$ cat src/rtl/legacy_steer.sv
module legacy_steer #(
  parameter int AW = 32,
  parameter int CW = 8,
  parameter logic [7:0] BASE = 8'h90
) (
  input  logic          clk,
  input  logic          rst_n,
  input  logic          lock,
  input  logic          cfg_we,
  input  logic [CW-1:0] cfg_addr,
  input  logic [7:0]    cfg_wdata,
  output logic [7:0]    cfg_rdata,
  input  logic          acc_valid,
  input  logic [AW-1:0] acc_addr,
  input  logic          acc_write,
  input  logic          acc_peer,
  output logic          dec_valid,
  output logic          dec_to_mem,
  output logic          dec_peer_err
);
  localparam int NSEG = 13;
  localparam int NREG = 7;
  localparam int TOP  = NSEG - 1;

  logic [2*NSEG-1:0] attr_q;
  logic [CW-1:0]     idx;
  logic              hit;
  int                k;

  assign idx = cfg_addr - CW'(BASE);
  assign hit = (cfg_addr >= CW'(BASE)) && (idx < CW'(NREG));
  assign k   = int'(idx);

  always_ff @(posedge clk) begin
    if (!rst_n) attr_q <= '0;
    else if (cfg_we && !lock && hit) begin
      if (k == 0) attr_q[2*TOP +: 2] <= cfg_wdata[5:4];
      else begin
        attr_q[4*k-4 +: 2] <= cfg_wdata[1:0];
        attr_q[4*k-2 +: 2] <= cfg_wdata[5:4];
      end
    end
  end

  always_comb begin
    cfg_rdata = '0;
    if (hit) begin
      if (k == 0) cfg_rdata[5:4] = attr_q[2*TOP +: 2];
      else begin
        cfg_rdata[1:0] = attr_q[4*k-4 +: 2];
        cfg_rdata[5:4] = attr_q[4*k-2 +: 2];
      end
    end
  end

  logic       in_win;
  logic [3:0] seg;
  logic [1:0] fld;
  logic       go_mem;

  assign in_win = (acc_addr[AW-1:20] == '0) && (acc_addr[19:18] == 2'b11);
  assign seg    = (acc_addr[17:16] == 2'b11) ? 4'(TOP) : acc_addr[17:14];
  assign fld    = attr_q[2*seg +: 2];
  assign go_mem = !in_win || (acc_write ? fld[1] : fld[0]);

  always_ff @(posedge clk) begin
    if (!rst_n) begin
      dec_valid    <= 1'b0;
      dec_to_mem   <= 1'b0;
      dec_peer_err <= 1'b0;
    end else begin
      dec_valid    <= acc_valid;
      dec_to_mem   <= acc_valid && go_mem;
      dec_peer_err <= acc_valid && acc_peer && in_win && (fld != 2'b11);
    end
  end
endmodule


$ cat config.mk
export PLATFORM = sky130hd
export DESIGN_NAME = legacy_steer
export DESIGN_NICKNAME = d
export VERILOG_FILES = /design/src/rtl/legacy_steer.sv
export SDC_FILE = /design/constraint.sdc
export NUM_CORES = 1
export LEC_CHECK = 0
export BUFFER_PORTS_ARGS = -buffer_cell sky130_fd_sc_hd__buf_2
export CAP_MARGIN = 25
export CORE_ASPECT_RATIO = 1.25
export CORE_MARGIN = 4
export CORE_UTILIZATION = 37
export DETAILED_ROUTE_END_ITERATION = 10
export SLEW_MARGIN = 10
export SYNTH_ARGS = -nofsm -noshare
export SYNTH_HDL_FRONTEND = slang
export SYNTH_SLANG_ARGS = --single-unit
export TNS_END_PERCENT = 20
$ cat constraint.sdc
create_clock -name clk -period 3.39 [get_ports clk]
set_clock_uncertainty 0.05 [all_clocks]
set_input_delay 0.1695 -clock clk [delete_from_list [all_inputs] [get_ports clk]]
set_output_delay 0.1695 -clock clk [all_outputs]
set_load 0.02 [all_outputs]
==> results.sh, run 1 <==
export IMPL_grt_pass1_wl_um=13300
export IMPL_power_total_mw=0.9604
export IMPL_fill_cells=731
export IMPL_gr_total_overflow=0
export IMPL_fmax_ghz=0.3115
export IMPL_area_delta_synth_final_pct=27.93
export IMPL_worst_path_max_delay_cell="a211o_1"
export IMPL_clk_pin_slew_ns=0.06
export IMPL_cts_buffers=5
export IMPL_critPathKind="in2reg"
export IMPL_p_per_area_nw_per_um2=262.2
export IMPL_synth_top_cells_by_count="43 x nand2_1, 32 x mux2i_1, 32 x nor2_1"
export IMPL_drc=0
export IMPL_rr_worst_depth=5
export IMPL_worstMarginPinSlew_ns=0.7085
export IMPL_worstPathMaxFanout=6
export IMPL_die_x_um=86.68
export IMPL_cts_root_buf="clkbuf_8"
export IMPL_synth_warnings=0
export IMPL_yosysMostFrequentCell="nand2_1"
export IMPL_detail_route_wl_per_cell_um=15.90
export IMPL_drt_iter0_drc=220
export IMPL_ctsHtreeMaxLevel=2
export IMPL_hold_ws_ns=0.04582
export IMPL_std_cell_rows=35
export IMPL_vias=2841
export IMPL_clk_latency_ns=0.29
export IMPL_yosys_most_used_dff="dfxtp_1"
export IMPL_rsz0062_at_grt="true"
export IMPL_ir_drop_mv=0.2651
export IMPL_gp_congestion=0.8978
export IMPL_dp_hpwl_um=6554
export IMPL_worstSetupEndpointType="flip-flop"
export IMPL_place_port_buffers=43
export IMPL_synth_top_cell_area_share_pct=20.28
export IMPL_status="completed"
export IMPL_min_delay_start="acc_peer"
export IMPL_leakage_nw=1.507
export IMPL_track_usage_pct=17.91
export IMPL_clockBufferDepth=2
export IMPL_max_cap_violations=0
export IMPL_hold_viol_final=0
export IMPL_postRouteWirelength_um=8250
export IMPL_synthCells=352
export IMPL_fin_crit_sh_pct=94.71
export IMPL_grt_pass1_vias=2723
export IMPL_die_area_sq_um=9217
export IMPL_syn_avg_cell_area_sq_um=8.133
export IMPL_min_delay_worst_endpoint="dec_peer_err"
export IMPL_hold_depth=3
export IMPL_die_h_um=106.3
export IMPL_setup_tns_ns=0
export IMPL_reg2reg_setup_slack_ns=1.36
export IMPL_yosys_area_top_type="dfxtp_1"
export IMPL_cts_hold_buf=0
export IMPL_r2r_start="attr_q[3]"
export IMPL_cts_sinks=29
export IMPL_min_period_ns=3.211
export IMPL_start_util_pct=38.45
export IMPL_crit_arrival_ns=3.33
export IMPL_final_setup_viol_count=0
export IMPL_core_sq_um=7445
export IMPL_grt_max_degree=35
export IMPL_max_slew_margin_pct=52.43
export IMPL_first_pass_iters=5
export IMPL_cp_required_ns=3.51
export IMPL_final_max_slew_viol_count=0
export IMPL_ant_nets=0
export IMPL_worst_r2r_endpoint="dec_to_mem"
export IMPL_antenna_found_initial=0
export IMPL_n_antenna_cell=0
export IMPL_viasPerCell=5.474
export IMPL_yosysSeqAreaShare_pct=20.28
export IMPL_ys_seq_elements=29
export IMPL_synth_edf_count=0
export IMPL_yosys_cell_types_count=62
export IMPL_worstPathCellList="buf_8 > inv_4 > ha_4 > or3b_1 > a211o_1 > a211o_1 > nor2_4 > nand3_1 > ha_1 > nor3_1 > nand4b_1 > nor2_1 > mux2i_2 > nor3_4 > nand3_1 > mux2i_1"
export IMPL_io_pins=66
export IMPL_synth_area_top_cells="dfxtp_1 20%, mux2i_1 11%, ha_1 6.6%, mux4_2 6.3%, nand2_1 5.6%"
export IMPL_syn_area_sq_um=2863
export IMPL_min_path_type="in2reg"
export IMPL_final_nets=496
export IMPL_cp_start_kind="primary input"
export IMPL_critPathMaxStageDelay_ns=0.35
export IMPL_cts_tree="done"
export IMPL_synthArstFlopShare_pct=0
export IMPL_drive_gt1_share_pct=32.32
[sequential cells by signal, summed over array words and instances (netlist names)]
register      count
dec_peer_err      1
dec_valid         1
dec_to_mem        1
attr_q           26
[logic make-up after synthesis]
kind of cell             after synthesis  share of synthesized area [%]
AND/OR/NAND/NOR                      167                          32.12
AO/OA/AOI/OAI                         57                          14.21
multiplexers                          41                          17.88
buffers and inverters                 30                          4.895
flip-flops                            29                          20.28
adder cells (fa/ha/maj)               15                          6.556
XOR/XNOR                              12                          3.934
other                                  1                         0.1310
[report_power, final]
group | total (mW) | internal, mW | leakage, nW | switching [mW]
Sequential | 0.343 | 0.342 | 0.234 | 0.000419
Combinational | 0.306 | 0.134 | 1.22 | 0.172
Clock | 0.312 | 0.183 | 0.0542 | 0.129
[repair_timing]
item                       CTS  global route
resized for setup            0            26
setup endpoints to repair    0            14
setup buffers                0             1
[how the worst max path moves through the flow]
stage               cells after the start  slack (ns)        end        start
floorplan                              21        0.02  attr_q[0]  cfg_addr[0]
detailed placement                     15       -0.28  attr_q[0]  cfg_addr[1]
global route                           16       -0.05  attr_q[0]  cfg_addr[1]
CTS                                    15       0.007  attr_q[1]  cfg_addr[1]
finish                                 16        0.18  attr_q[4]  cfg_addr[1]
global placement                       19       -0.22  attr_q[0]  cfg_addr[0]
[placed cells by master, fill, tap and decap left out, types with 4 or more instances in the layout]
| master | instances |
|---|---|
| a21oi_1 | 12 |
| a22oi_1 | 4 |
| and2_1 | 5 |
| buf_2 | 40 |
| buf_4 | 41 |
| clkbuf_8 | 7 |
| conb_1 | 4 |
| dfxtp_1 | 29 |
| ha_1 | 12 |
| inv_1 | 7 |
| mux2i_1 | 31 |
| mux4_2 | 8 |
| nand2_1 | 43 |
| nand2b_1 | 6 |
| nand3_1 | 15 |
| nand3_2 | 4 |
| nand4b_1 | 4 |
| nor2_1 | 31 |
| nor2b_1 | 22 |
| nor3_1 | 5 |
| nor3_2 | 5 |
| o21ai_0 | 9 |
| xnor2_1 | 5 |
| xor2_1 | 4 |
[through the flow]
stage               std cells  util [%]  instance area [sq um]  setup WS (ns)
finish                    519     49.19                   3662         0.1793
global route              519     49.19                   3662       -0.05400
CTS                       518     47.34                   3525       0.007420
detailed placement        510     45.98                   3423        -0.2841
global placement          510     45.98                   3423        -0.2177
floorplan                 355         -                   2897        0.02367
[per-layer routing]
| layer | global-route usage, % | part of all wire (%) |
|---|---|---|
| met1 | 23.18 | 43 |
| met2 | 30.14 | 50 |
| met3 | 2.558 | 4.5 |
| met4 | 6.013 | 2.2 |
| met5 | 0 | 0 |
[critical path, delay by kind of cell]
family                   cells  cell delay [ns]
adder cells (fa/ha/maj)      2             0.47
multiplexers                 2             0.27
AO/OA/AOI/OAI                2             0.67
AND/OR/NAND/NOR              8             1.61
buffers and inverters        2             0.16
[cell type report]
type                            instances  area (sq um)  share of cell area (%)
Tap cell                               92         115.1                   3.143
Inverter                                9         41.29                   1.127
Clock inverter                          1         5.005                  0.1367
Sequential cell                        29         580.6                   15.85
Timing Repair Buffer                   85         553.0                   15.10
Clock buffer                            7         96.34                   2.631
Multi-Input combinational cell        296          2271                   62.01
(Power assumes the default switching activity.)
==> inputs of run 2 (changes only) <==
- CAP_MARGIN: 25 -> not set
- CELL_PAD_IN_SITES_DETAIL_PLACEMENT: not set -> 1
- CELL_PAD_IN_SITES_GLOBAL_PLACEMENT: not set -> 2
- CORE_UTILIZATION: 37 -> 29
- PLACE_DENSITY_LB_ADDON: not set -> 0.1
==> run 2 against run 1 <==
Count of clock-buffer cells in the layout shrank 1; die area increased by 25%; power increased by 14%; hold slack better by 0.035 ns; wire length is 21% higher; critical path depth down 1; sequential power about the same; sequential share of layout area is 0.92 points lower; fmax fell by 3.4%; cell count is 7.3% higher; register-to-register slack hardly changed; utilization shrank 8.7 points.
==> results.sh, run 2 (synthesis gave the netlist of run 1 again) <==
export IMPL_drc=0
export IMPL_worstPathMaxFanout=6
export IMPL_comb_power_share_pct=30.4
export IMPL_io_pins=66
export IMPL_clockBufferDepth=2
export IMPL_p_per_area_nw_per_um2=281.4
export IMPL_layout_common_cells="45 x buf_4, 42 x nand2_1, 40 x buf_2"
export IMPL_max_cap_violations=0
export IMPL_cp_start_kind="primary input"
export IMPL_worstPathCellList="buf_6 > inv_4 > ha_4 > or3b_1 > a211o_1 > a211o_1 > nor2_4 > nand3_2 > ha_4 > nand4b_1 > nor4b_2 > mux2i_2 > nor3_4 > o2111ai_2 > mux2i_1"
export IMPL_cts_tree="done"
export IMPL_n_antenna_cell=0
export IMPL_clk_latency_ns=0.28
export IMPL_swShare_pct=31.01
export IMPL_std_cell_rows=40
export IMPL_hold_ws_ns=0.08032
export IMPL_hold_viol_final=0
export IMPL_final_nets=500
export IMPL_min_path_type="in2reg"
export IMPL_fill_cells=1169
export IMPL_max_slew_margin_pct=46.59
export IMPL_status="completed"
export IMPL_grt_pass1_vias=3057
export IMPL_grt_max_degree=35
export IMPL_final_common_cell="buf_4"
export IMPL_drive_gt1_share_pct=35.96
export IMPL_worstMarginPinSlew_ns=0.7954
export IMPL_place_port_buffers=43
export IMPL_regMostFlops="attr_q"
export IMPL_fmax_ghz=0.3009
export IMPL_gp_congestion=0.8666
export IMPL_final_setup_viol_count=0
export IMPL_grt_pass1_wl_um=15860
export IMPL_critPathMaxStageDelay_ns=0.36
export IMPL_largest_reg_flops=26
export IMPL_reg2reg_setup_slack_ns=1.37
export IMPL_antenna_found_initial=0
export IMPL_postRouteWirelength_um=9988
export IMPL_post_route_util_pct=40.47
export IMPL_crit_end="attr_q[1]"
export IMPL_leakage_nw=1.548
export IMPL_ctsHtreeMaxLevel=2
export IMPL_ant_nets=0
export IMPL_ir_drop_mv=0.2614
export IMPL_critPathKind="in2reg"
export IMPL_vias=2911
export IMPL_seq_power_share_pct=31.4
export IMPL_cts_sinks=29
export IMPL_first_pass_iters=4
export IMPL_cts_buffers=5
export IMPL_viasPerCell=5.226
export IMPL_core_sq_um=9609
export IMPL_track_usage_pct=17.18
export IMPL_cp_required_ns=3.49
export IMPL_startpoint="cfg_addr[1]"
export IMPL_worst_path_max_delay_cell="nor3_4"
export IMPL_fin_crit_sh_pct=98.03
export IMPL_clk_pin_slew_ns=0.05
export IMPL_power_internal_mw=0.7550
export IMPL_worst_r2r_endpoint="dec_to_mem"
export IMPL_crit_arrival_ns=3.43
export IMPL_min_period_ns=3.323
export IMPL_dpl_cell_area_sq_um=3473
export IMPL_die_area_sq_um=11540
export IMPL_worstSetupEndpointType="flip-flop"
export IMPL_power_switching_mw=0.3394
export IMPL_cts_root_buf="clkbuf_16"
export IMPL_dp_hpwl_um=7941
export IMPL_die_h_um=119.1
export IMPL_final_area_sq_um=3889
export IMPL_detail_route_wl_per_cell_um=17.93
export IMPL_rsz0062_at_grt="true"
export IMPL_rr_worst_depth=5
export IMPL_die_x_um=96.87
export IMPL_r2r_start="attr_q[3]"
export IMPL_final_max_slew_viol_count=0
export IMPL_drt_iter0_drc=71
export IMPL_clock_power_share_pct=38.2
export IMPL_start_util_pct=29.79
export IMPL_gr_total_overflow=0
export IMPL_area_delta_synth_final_pct=35.84
run 2: changes by cell type in the layout (fill, tap and decap cells not counted), sizes merged:
cell,change
buf,+5
clkbuf,-2
clkinv,+1
run 2: layout make-up:
type                            count  area, sq um  area share [%]
Timing Repair Buffer               89        586.8           15.09
Multi-Input combinational cell    296         2384           61.29
Tap cell                          126        157.7           4.054
Clock inverter                      2        10.01          0.2574
Inverter                            9        41.29           1.062
Clock buffer                        6        128.9           3.314
Sequential cell                    29        580.6           14.93
run 2: repair_timing:
item / CTS / global route
setup endpoints to repair: 2 / 14
hold buffers: 0 / 0
endpoints found under the hold margin: 0 / 0
pin swaps: 1 / 23
gates resized for setup: 0 / 46
buffers inserted: 0 / 4
run 2: worst max-delay path: cells and delay by family:
| kind | cells | cell delay, ns |
|---|---|---|
| compound gates | 3 | 0.86 |
| buf+inv | 2 | 0.17 |
| simple gates | 6 | 1.44 |
| fa+ha+maj | 2 | 0.47 |
| mux | 2 | 0.31 |
run 2: per-stage QoR:
step | setup slack [ns] | power [mW] | cells | setup TNS, ns
floorplan | 0.02367 | 0.5313 | 355 | 0
global placement | -0.2804 | 0.6497 | 545 | -3.608
detailed placement | -0.2932 | 0.6502 | 545 | -3.739
CTS | 0.03319 | 1.078 | 553 | 0
global route | -0.06768 | 1.156 | 557 | -0.4239
finish | 0.06672 | 1.094 | 557 | 0
run 2: worst min path at each step:
stage	from	end	depth (start not counted)	slack (ns)
floorplan	acc_peer	dec_peer_err	2	0.24
global placement	acc_peer	dec_peer_err	3	0.36
detailed placement	acc_peer	dec_peer_err	3	0.37
CTS	acc_peer	dec_peer_err	3	0.08
global route	acc_peer	dec_peer_err	3	0.09
finish	acc_peer	dec_peer_err	3	0.08
run 2: power groups by stage:
stage          Clock, mW  Combinational (mW)  Sequential [mW]
5_1_grt            0.448               0.365            0.343
3_3_place_gp           0               0.300            0.350
4_1_cts            0.433               0.302            0.343
2_1_floorplan          0               0.180            0.352
6_report           0.418               0.333            0.343
3_5_place_dp           0               0.300            0.350
run 2: per-layer routing:
layer	GRT usage [%]	share of wire, %
met5	0	0
met4	5.004	1.8
met3	2.109	1.5
met2	31.61	53
met1	20.76	44
